--- src/rtl/cdac_pkg.sv ---
package cdac_pkg;
  typedef enum logic [3:0] {
    LK_IDLE,
    LK_ADDR,
    LK_AACK,
    LK_PTR,
    LK_PACK,
    LK_WDAT,
    LK_WACK,
    LK_RDAT,
    LK_RACK
  } link_st_e;
endpackage

--- src/rtl/cdac_line_filt.sv ---
module cdac_line_filt #(
  parameter int SYNC_STAGES = 2,
  parameter int VOTE = 2
) (
  input  logic clk,
  input  logic rst_n,
  input  logic pin_i,
  output logic level_o
);
  logic [SYNC_STAGES-1:0] sync_q;
  logic [VOTE-1:0]        hist_q;
  logic                   level_q;

  always_ff @(posedge clk or negedge rst_n) begin
    if (!rst_n) begin
      sync_q  <= '1;
      hist_q  <= '1;
      level_q <= 1'b1;
    end else begin
      sync_q <= {sync_q[SYNC_STAGES-2:0], pin_i};
      hist_q <= {hist_q[VOTE-2:0], sync_q[SYNC_STAGES-1]};
      if (&hist_q)       level_q <= 1'b1;
      else if (~|hist_q) level_q <= 1'b0;
    end
  end

  assign level_o = level_q;

  // the filtered level moves only when the whole sample history agrees
  p_filt_agree_r9: assert property (@(posedge clk) disable iff (!rst_n)
    (level_q != $past(level_q)) |-> ($past(hist_q) == {VOTE{level_q}}));
endmodule

--- src/rtl/cdac_link.sv ---
module cdac_link
  import cdac_pkg::*;
#(
  parameter logic [6:0] DEV_ADDR = 7'h48,
  parameter int DW = 8
) (
  input  logic          clk,
  input  logic          rst_n,
  input  logic          scl_i,
  input  logic          sda_i,
  input  logic [DW-1:0] rd_data_i,
  output logic          sda_oe_o,
  output logic [DW-1:0] ptr_o,
  output logic          wr_en_o,
  output logic [DW-1:0] wr_data_o
);
  localparam int CW = $clog2(DW) + 1;
  localparam logic [CW-1:0] FULL = CW'(DW);
  localparam logic [CW-1:0] LAST = CW'(DW - 1);

  link_st_e      st_q, st_d;
  logic [CW-1:0] cnt_q, cnt_d;
  logic [DW-1:0] sh_q, sh_d, ptr_q, ptr_d, wdat_q, wdat_d;
  logic          rw_q, rw_d, oe_q, oe_d, wr_q, wr_d;
  logic          scl_q, sda_q;
  logic          rise, fall, start_ev, stop_ev;

  assign rise     = scl_i & ~scl_q;
  assign fall     = ~scl_i & scl_q;
  assign start_ev = scl_i & scl_q & sda_q & ~sda_i;
  assign stop_ev  = scl_i & scl_q & ~sda_q & sda_i;

  always_comb begin
    st_d   = st_q;
    cnt_d  = cnt_q;
    sh_d   = sh_q;
    ptr_d  = ptr_q;
    wdat_d = wdat_q;
    rw_d   = rw_q;
    oe_d   = oe_q;
    wr_d   = 1'b0;
    if (start_ev) begin
      st_d  = LK_ADDR;
      cnt_d = '0;
      oe_d  = 1'b0;
    end else if (stop_ev) begin
      st_d = LK_IDLE;
      oe_d = 1'b0;
    end else begin
      case (st_q)
        LK_ADDR, LK_PTR, LK_WDAT: begin
          if (rise && cnt_q != FULL) begin
            sh_d  = {sh_q[DW-2:0], sda_i};
            cnt_d = cnt_q + 1'b1;
          end else if (fall && cnt_q == FULL) begin
            cnt_d = '0;
            if (st_q == LK_ADDR) begin
              if (sh_q[DW-1:1] == DEV_ADDR) begin
                rw_d = sh_q[0];
                oe_d = 1'b1;
                st_d = LK_AACK;
              end else begin
                st_d = LK_IDLE;
              end
            end else if (st_q == LK_PTR) begin
              ptr_d = sh_q;
              oe_d  = 1'b1;
              st_d  = LK_PACK;
            end else begin
              wdat_d = sh_q;
              oe_d   = 1'b1;
              st_d   = LK_WACK;
            end
          end
        end
        LK_AACK: if (fall) begin
          if (rw_q) begin
            sh_d  = rd_data_i;
            oe_d  = ~rd_data_i[DW-1];
            cnt_d = '0;
            st_d  = LK_RDAT;
          end else begin
            oe_d = 1'b0;
            st_d = LK_PTR;
          end
        end
        LK_PACK: if (fall) begin
          oe_d = 1'b0;
          st_d = LK_WDAT;
        end
        LK_WACK: if (fall) begin
          oe_d = 1'b0;
          wr_d = 1'b1;
          st_d = LK_IDLE;
        end
        LK_RDAT: if (fall) begin
          if (cnt_q == LAST) begin
            oe_d  = 1'b0;
            cnt_d = '0;
            st_d  = LK_RACK;
          end else begin
            sh_d  = {sh_q[DW-2:0], 1'b0};
            oe_d  = ~sh_q[DW-2];
            cnt_d = cnt_q + 1'b1;
          end
        end
        LK_RACK: if (fall) st_d = LK_IDLE;
        default: st_d = LK_IDLE;
      endcase
    end
  end

  always_ff @(posedge clk or negedge rst_n) begin
    if (!rst_n) begin
      st_q   <= LK_IDLE;
      cnt_q  <= '0;
      sh_q   <= '0;
      ptr_q  <= '0;
      wdat_q <= '0;
      rw_q   <= 1'b0;
      oe_q   <= 1'b0;
      wr_q   <= 1'b0;
      scl_q  <= 1'b1;
      sda_q  <= 1'b1;
    end else begin
      st_q   <= st_d;
      cnt_q  <= cnt_d;
      sh_q   <= sh_d;
      ptr_q  <= ptr_d;
      wdat_q <= wdat_d;
      rw_q   <= rw_d;
      oe_q   <= oe_d;
      wr_q   <= wr_d;
      scl_q  <= scl_i;
      sda_q  <= sda_i;
    end
  end

  assign sda_oe_o  = oe_q;
  assign ptr_o     = ptr_q;
  assign wr_en_o   = wr_q;
  assign wr_data_o = wdat_q;

  // drive held steady across an SCL high phase
  p_sda_steady_r9: assert property (@(posedge clk) disable iff (!rst_n)
    (scl_i && scl_q) |-> $stable(oe_q));
  // a released or rejected transfer never pulls SDA
  p_idle_release_r7: assert property (@(posedge clk) disable iff (!rst_n)
    (st_q == LK_IDLE) |-> !oe_q);
  // a write pulse follows a falling SCL edge in the data ACK state
  p_commit_after_ack_r11: assert property (@(posedge clk) disable iff (!rst_n)
    wr_q |-> ($past(st_q) == LK_WACK && $past(scl_q) && !$past(scl_i)));
endmodule

--- src/rtl/cdac_regs.sv ---
module cdac_regs #(
  parameter int NCH = 2,
  parameter int DW = 8,
  parameter logic [DW-1:0] BASE = 8'hF8
) (
  input  logic            clk,
  input  logic            rst_n,
  input  logic            wr_en_i,
  input  logic [DW-1:0]   ptr_i,
  input  logic [DW-1:0]   wdata_i,
  output logic [DW-1:0]   rdata_o,
  output logic [NCH*DW-1:0] ctl_o
);
  logic [NCH*DW-1:0] ctl_q, ctl_d;
  logic [NCH-1:0]    hit;

  always_comb begin
    for (int i = 0; i < NCH; i++) hit[i] = (ptr_i == BASE + DW'(i));
  end

  always_comb begin
    ctl_d   = ctl_q;
    rdata_o = '0;
    for (int i = 0; i < NCH; i++) begin
      if (wr_en_i && hit[i]) ctl_d[i*DW +: DW] = wdata_i;
      if (hit[i]) rdata_o = ctl_q[i*DW +: DW];
    end
  end

  always_ff @(posedge clk or negedge rst_n) begin
    if (!rst_n) ctl_q <= '0;
    else if (wr_en_i) ctl_q <= ctl_d;
  end

  assign ctl_o = ctl_q;

  // control bytes hold unless a write pulse was present
  p_hold_no_write_r11: assert property (@(posedge clk) disable iff (!rst_n)
    !wr_en_i |=> $stable(ctl_q));
  // a pointer outside the window leaves every control byte alone
  p_miss_no_change_r10: assert property (@(posedge clk) disable iff (!rst_n)
    (wr_en_i && hit == '0) |=> $stable(ctl_q));
endmodule

--- src/rtl/cdac_chan.sv ---
module cdac_chan #(
  parameter int DW = 8,
  parameter int MW = 4
) (
  input  logic          clk,
  input  logic          rst_n,
  input  logic [DW-1:0] ctl_i,
  output logic          src_o,
  output logic          snk_o,
  output logic [MW-1:0] mag_o
);
  logic nz;
  assign nz    = |ctl_i[MW-1:0];
  assign mag_o = ctl_i[MW-1:0];
  assign src_o = nz & ctl_i[DW-1];
  assign snk_o = nz & ~ctl_i[DW-1];

  // the two current directions are exclusive
  p_dir_excl_r4: assert property (@(posedge clk) disable iff (!rst_n)
    !(src_o && snk_o));
  // zero magnitude means no current either way
  p_zero_off_r5: assert property (@(posedge clk) disable iff (!rst_n)
    (mag_o == '0) |-> (!src_o && !snk_o));
endmodule

--- src/rtl/cdac_ctl_i2c.sv ---
module cdac_ctl_i2c #(
  parameter logic [6:0] DEV_ADDR = 7'h48,
  parameter int NCH = 2,
  parameter int DW = 8,
  parameter int MW = 4,
  parameter logic [DW-1:0] REG_BASE = 8'hF8,
  parameter int SYNC_STAGES = 2,
  parameter int VOTE = 2
) (
  input  logic              clk,
  input  logic              rst_n,
  input  logic              scl_i,
  input  logic              sda_i,
  output logic              sda_oe_o,
  output logic [NCH-1:0]    src_en_o,
  output logic [NCH-1:0]    snk_en_o,
  output logic [NCH*MW-1:0] mag_o
);
  logic              scl_f, sda_f, wr_en;
  logic [DW-1:0]     ptr, wdata, rdata;
  logic [NCH*DW-1:0] ctl;

  cdac_line_filt #(.SYNC_STAGES(SYNC_STAGES), .VOTE(VOTE)) u_scl_filt (
    .clk(clk), .rst_n(rst_n), .pin_i(scl_i), .level_o(scl_f));
  cdac_line_filt #(.SYNC_STAGES(SYNC_STAGES), .VOTE(VOTE)) u_sda_filt (
    .clk(clk), .rst_n(rst_n), .pin_i(sda_i), .level_o(sda_f));

  cdac_link #(.DEV_ADDR(DEV_ADDR), .DW(DW)) u_link (
    .clk(clk), .rst_n(rst_n), .scl_i(scl_f), .sda_i(sda_f),
    .rd_data_i(rdata), .sda_oe_o(sda_oe_o), .ptr_o(ptr),
    .wr_en_o(wr_en), .wr_data_o(wdata));

  cdac_regs #(.NCH(NCH), .DW(DW), .BASE(REG_BASE)) u_regs (
    .clk(clk), .rst_n(rst_n), .wr_en_i(wr_en), .ptr_i(ptr),
    .wdata_i(wdata), .rdata_o(rdata), .ctl_o(ctl));

  for (genvar g = 0; g < NCH; g++) begin : g_chan
    cdac_chan #(.DW(DW), .MW(MW)) u_chan (
      .clk(clk), .rst_n(rst_n), .ctl_i(ctl[g*DW +: DW]),
      .src_o(src_en_o[g]), .snk_o(snk_en_o[g]), .mag_o(mag_o[g*MW +: MW]));
  end
endmodule

--- config.mk ---
export PLATFORM = sky130hd
export DESIGN_NAME = cdac_ctl_i2c
export DESIGN_NICKNAME = d
export VERILOG_FILES = /design/src/rtl/cdac_pkg.sv /design/src/rtl/cdac_line_filt.sv /design/src/rtl/cdac_link.sv /design/src/rtl/cdac_regs.sv /design/src/rtl/cdac_chan.sv /design/src/rtl/cdac_ctl_i2c.sv
export SDC_FILE = /design/constraint.sdc
export NUM_CORES = 1
export LEC_CHECK = 0
export BUFFER_PORTS_ARGS = -buffer_cell sky130_fd_sc_hd__buf_2
export CAP_MARGIN = 10
export CORE_UTILIZATION = 45
export CTS_CLUSTER_DIAMETER = 120
export DETAILED_ROUTE_END_ITERATION = 8
export SKIP_CTS_REPAIR_TIMING = 1
export SYNTH_ARGS = -nofsm -noshare
export SYNTH_HDL_FRONTEND = slang
export SYNTH_HIERARCHICAL = 1
export SYNTH_SLANG_ARGS = --single-unit
--- constraint.sdc ---
create_clock -name clk -period 2.5 [get_ports clk]
set_clock_uncertainty 0.05 [all_clocks]
set_input_delay 0 -clock clk [delete_from_list [all_inputs] [get_ports clk]]
set_output_delay 0 -clock clk [all_outputs]
set_load 0.01 [all_outputs]
=== Yosys cells after proc, flatten, opt, wreduce, memory -nomap -nowiden ===
Cells that the tools add are included.

* $add $sub $neg: 1
* Equality and inequality tests: 35
* Multiplexer cells: 51
* Bitwise gates (word level): 24
* Reduce and logical (&&, ||, !) cells: 25

{| class="wikitable"
|+ Operator list
! operator !! count
|-
| $mux 4 || 18
|-
| $mux 8 || 7
|-
| $reduce_and 7->1 || 5
|-
| $ne 4x1->1 const B || 8
|-
| $pmux 8 s3 || 1
|-
| $eq 4x3->1 const B || 5
|-
| $pmux 4 s5 || 1
|-
| $mux 1 || 19
|-
| $eq 8x8->1 const B || 2
|-
| $ne 2x1->1 const B || 7
|-
| $not 1->1 || 13
|-
| $pmux 4 s3 || 1
|-
| $and 1x1->1 || 11
|-
| $ne 3x1->1 const B || 3
|-
| $eq 4x2->1 const B || 2
|-
| $eq 4x4->1 const B || 2
|-
| $reduce_and 2->1 || 4
|-
| $reduce_and 8->1 || 1
|-
| $reduce_or 2->1 || 4
|-
| $reduce_or 4->1 || 2
|-
| $eq 7x7->1 const B || 1
|-
| $reduce_and 6->1 || 1
|-
| $reduce_bool 6->1 || 1
|-
| $ne 5x3->1 const B || 1
|-
| other kinds (12) || 16
|}

* Bits in registers: 63
* Bits of input ports: 4

=== Logic depth before layout (Yosys ltp) ===
* Depth in word-level cells: 9
* Depth in mapped cells: 9

=== By module ===
Netlist, hierarchy kept.

{| class="wikitable"
|+ By module, submodules not included
! module !! instances !! cells an instance !! area each (um^2) !! seq. area each (um^2)
|-
| cdac_link || 1 || 201 || 2044.5 || 928.4
|-
| cdac_regs || 1 || 57 || 788.3 || 400.4
|-
| cdac_line_filt || 2 || 7 || 158.9 || 131.4
|-
| cdac_chan || 2 || 7 || 52.6 || 0.0
|}

=== Worst setup path before layout ===
Ideal clock, no wire load.

* Path kind: reg2reg
* Start: register u_link.st_q[0]
* End: register u_link.sh_q[0]
* Setup time: 0.125 ns
* Arrival: 1.814 ns
* Required time: 2.325 ns
* Path slack: 0.511 ns
* Stages on the path, launching flop included: 8
* Buffers on the path: 2
* Clock period less this slack: 1.989 ns
* Cells stage by stage: dfrtp_1 buf_6 or4b_4 buf_6 o21ai_2 mux2i_1 nand3_2 mux2_2

* Longest elaborated chain between the ends: 4

{| class="wikitable"
|+ Ends and longest elaborated chain
! what !! line !! RTL
|-
| start, declared || cdac_link.sv:21 || <nowiki>link_st_e st_q, st_d;</nowiki>
|-
| start signal, assigned || cdac_link.sv:126 || <nowiki>st_q <= st_d;</nowiki>
|-
| $eq 4x3->1 (tied with other cells) || cdac_link.sv:50 || <nowiki>case (st_q)</nowiki>
|-
| $reduce_or 3->1 || cdac_link.sv:50 ||
|-
| $ne 2x1->1 (no line) or $reduce_bool 3->1 (tied branches) || - ||
|-
| $reduce_and 8->1 (no line) || - ||
|-
| end signal, assigned || cdac_link.sv:117 || <nowiki>sh_q <= '0;</nowiki>
|-
| end signal, assigned || cdac_link.sv:128 || <nowiki>sh_q <= sh_d;</nowiki>
|-
| end, declared || cdac_link.sv:23 || <nowiki>logic [DW-1:0] sh_q, sh_d, ptr_q, ptr_d, wdat_q, wdat_d;</nowiki>
|}

Several ways; a longest one is shown, not always the timed one.
A chain may end at the register's enable or synchronous reset.

=== Worst setup path after layout ===
* Start: register u_link.st_q[3]
* End: register u_link.sh_q[2]

The elaborated chain is that of the path after synthesis.

==> metrics.csv <==
metric;value;unit
status;finished clean;
CP Data Arrival Time;2.24;ns
crit-path max FO;10;
Distinct cells, synth;54;
fin crit share;0.823;
drt wl/cell;16.3;µm
RSZ-0062 raised after global routing;false;
WL met2;2950;µm
GP Congestion;0.863;
kind of critical path;flop to flop;
DP Worst Slack;0.485;ns
sequential fraction of the synthesis area;0.489;
DRT Wirelength;6670;µm
power share of the sequential group;0.464;
Slew Limit Fails;0;
mean number of vias per cell;5.30;
vias in the first global route;2125;
Ant. Diodes;0;
clock network fraction of design power;0.467;
logic gate share of total power;0.069;
EDFF count, synth;0;
Required @ worst endpoint;2.68;ns
post-synthesis register bit count;63;
Die ar.;7580;µm²
syn avg cell area;11.4;µm²
Std-Cell Rows;30;
DRT antenna net count;0;
top sig layer;met4;
top_reg_cell synth;dfrtp_1;
largest net degree at the start of global routing;27;
Async S/R FF share, synth;1.00;
met3 wire len;209;µm
Tot GR Track Use;0.199;
Core Region;6910;µm²
Final Hold Viols;0;
max_slew headroom;0.568;
synthesized area;3260;µm²
setup TNS;0;ns
Post-DP HPWL;4640;µm
CTS Buf Count;9;
Bufs on Longest Clock Path;2;
CTS clk-pin slew, worst paths;0.07;ns
H-tree levels;3;
later-pin clock latency in the skew report;0.35;ns
global-route wire length before repair;11100;µm
internal power;1.81;mW
clock sinks;63;
Critical Path Source Type;flop;
vias;2173;
Initial Util;0.471;
drt first pass iters;4;
DRT met1 WL;3420;µm
DP Cell Count;391;
Setup-failing EPs final;0;
TritonCTS clock tree;built;
initial antenna violation count;0;
YS warnings;6;
switching share of power;0.242;
most common cell after layout, fill and taps aside;dfrtp_1;
worst vdd ir;0.402;mV
fmax;0.486;GHz
worst slew pin tran;0.643;ns
Syn Inst Count;286;
Final nets;317;
Die H;87.1;µm
P&R area growth vs syn;13.1;%
Die X;87.1;µm
final setup margin;0.443;ns
Final Power;2.39;mW
Post-route DRC;0;
PwrDens;648;nW/µm²
Finished Layout Cells;410;
post-layout min period;2.06;ns
I/O Buffers;16;
layout cell share with drive strength beyond 1;0.357;
Iter 0 DRT Violations;103;
Mapped Nets;294;
max-cap viol count;0;
element type at the critical path end;flop;
clk root buf;clkbuf_8;
Leak;1.72;nW
GRT Residual Overflow;0;
Sw Pwr;0.577;mW
Tightest Hold Check Type;input pin to async pin;
most frequent cells in the layout;dfrtp_1, mux2_2, nand2_1;
# IOs;17;
critical path, stage by stage, from the launching register on:
cell and delay [ns]:
dfrtp_1 0.50, or4b_4 0.60, o21ai_2 0.14, mux2i_1 0.09
nand3_2 0.20, mux2_2 0.37
per-layer routing:
| layer | vias up | GRT usage |
|---|---|---|
| li1 | 1050 | - |
| met1 | 1091 | 0.294 |
| met2 | 24 | 0.284 |
| met3 | 8 | 0.0455 |
| met4 | 0 | 0.0773 |
| met5 | - | 0 |
final timing paths:
kind,start,to,slack [ns],cells past startpoint
max in group asynchronous,rst_n,u_scl_filt/sync_q[0]$_DFF_PN1_,1.68,3
min,rst_n,u_link/ptr_o[6]$_DFFE_PN0P_,0.03,2
max reg2reg,u_link/st_q[3]$_DFFE_PN0P_,u_link/sh_q[2]$_DFFE_PN0P_,0.44,5
max,u_link/st_q[3]$_DFFE_PN0P_,u_link/sh_q[2]$_DFFE_PN0P_,0.44,5
min in group clk,scl_i,u_scl_filt/sync_q[0]$_DFF_PN1_,0.25,2
min reg2reg,u_sda_filt/sync_q[1]$_DFF_PN1_,u_sda_filt/hist_q[0]$_DFF_PN1_,0.30,0
Yosys cell counts, types with 5 or more instances:
cell | count | area (µm²)
nand2_1 | 39 | 146
mux2_2 | 42 | 473
inv_1 | 8 | 30.0
dfstp_2 | 12 | 315
nor2_1 | 18 | 67.6
nor3_1 | 5 | 25.0
a21oi_1 | 7 | 35.0
o21ai_0 | 6 | 30.0
nand3_1 | 10 | 50.1
buf_4 | 8 | 60.1
mux2i_1 | 10 | 100
dfrtp_1 | 51 | 1280
logic make-up (layout without fill, tap and decap cells):
logic type,after synthesis,after routing,share of synthesized area
muxes,54,54,0.185
AOI/OAI and AO/OA,27,27,0.0550
buffers and inverters,25,53,0.0480
DFF,63,63,0.489
adders and majority gates,4,4,0.0154
xor gates and xnor gates,3,3,0.00807
and+or+nand+nor,110,110,0.199
power by group through the flow:
stage	registers, mW	logic, mW	clock network, mW
2_1_floorplan	1.11	0.107	0
3_3_place_gp	1.12	0.161	0
3_5_place_dp	1.13	0.160	0
4_1_cts	1.11	0.162	1.14
5_1_grt	1.11	0.186	1.18
6_report	1.11	0.164	1.12
stage by stage:
| step | hold WS (ns) | utilization | area (µm²) |
|---|---|---|---|
| 2_1_floorplan | -0.346 | - | 3260 |
| 3_3_place_gp | -0.120 | 0.493 | 3400 |
| 3_5_place_dp | -0.116 | 0.493 | 3400 |
| 4_1_cts | -0.488 | 0.529 | 3650 |
| 5_1_grt | 0.0637 | 0.533 | 3680 |
| 6_report | 0.0349 | 0.533 | 3680 |
registers in the layout (all words and copies together) (netlist names):
signal / flops
u_link/sh_q: 8
u_regs/ctl_o: 16
u_scl_filt/level_o: 1
u_link/ptr_o: 8
u_link/wr_data_o: 8
u_link/scl_q: 1
u_link/rw_q: 1
u_link/cnt_q: 4
u_link/sda_oe_o: 1
u_sda_filt/level_o: 1
u_link/st_q: 4
u_link/sda_q: 1
u_link/wr_en_o: 1
u_scl_filt/sync_q: 2
u_scl_filt/hist_q: 2
u_sda_filt/hist_q: 2
u_sda_filt/sync_q: 2
final cells by class:
type | instances | area (µm²)
tap | 96 | 120
sequential | 63 | 1590
clock buffer | 9 | 124
multi-input combinational | 198 | 1510
timing repair buffer | 29 | 185
clock inverter | 7 | 125
fill | 617 | 3220
inverter | 8 | 30.0
(Power assumes the default switching activity.)
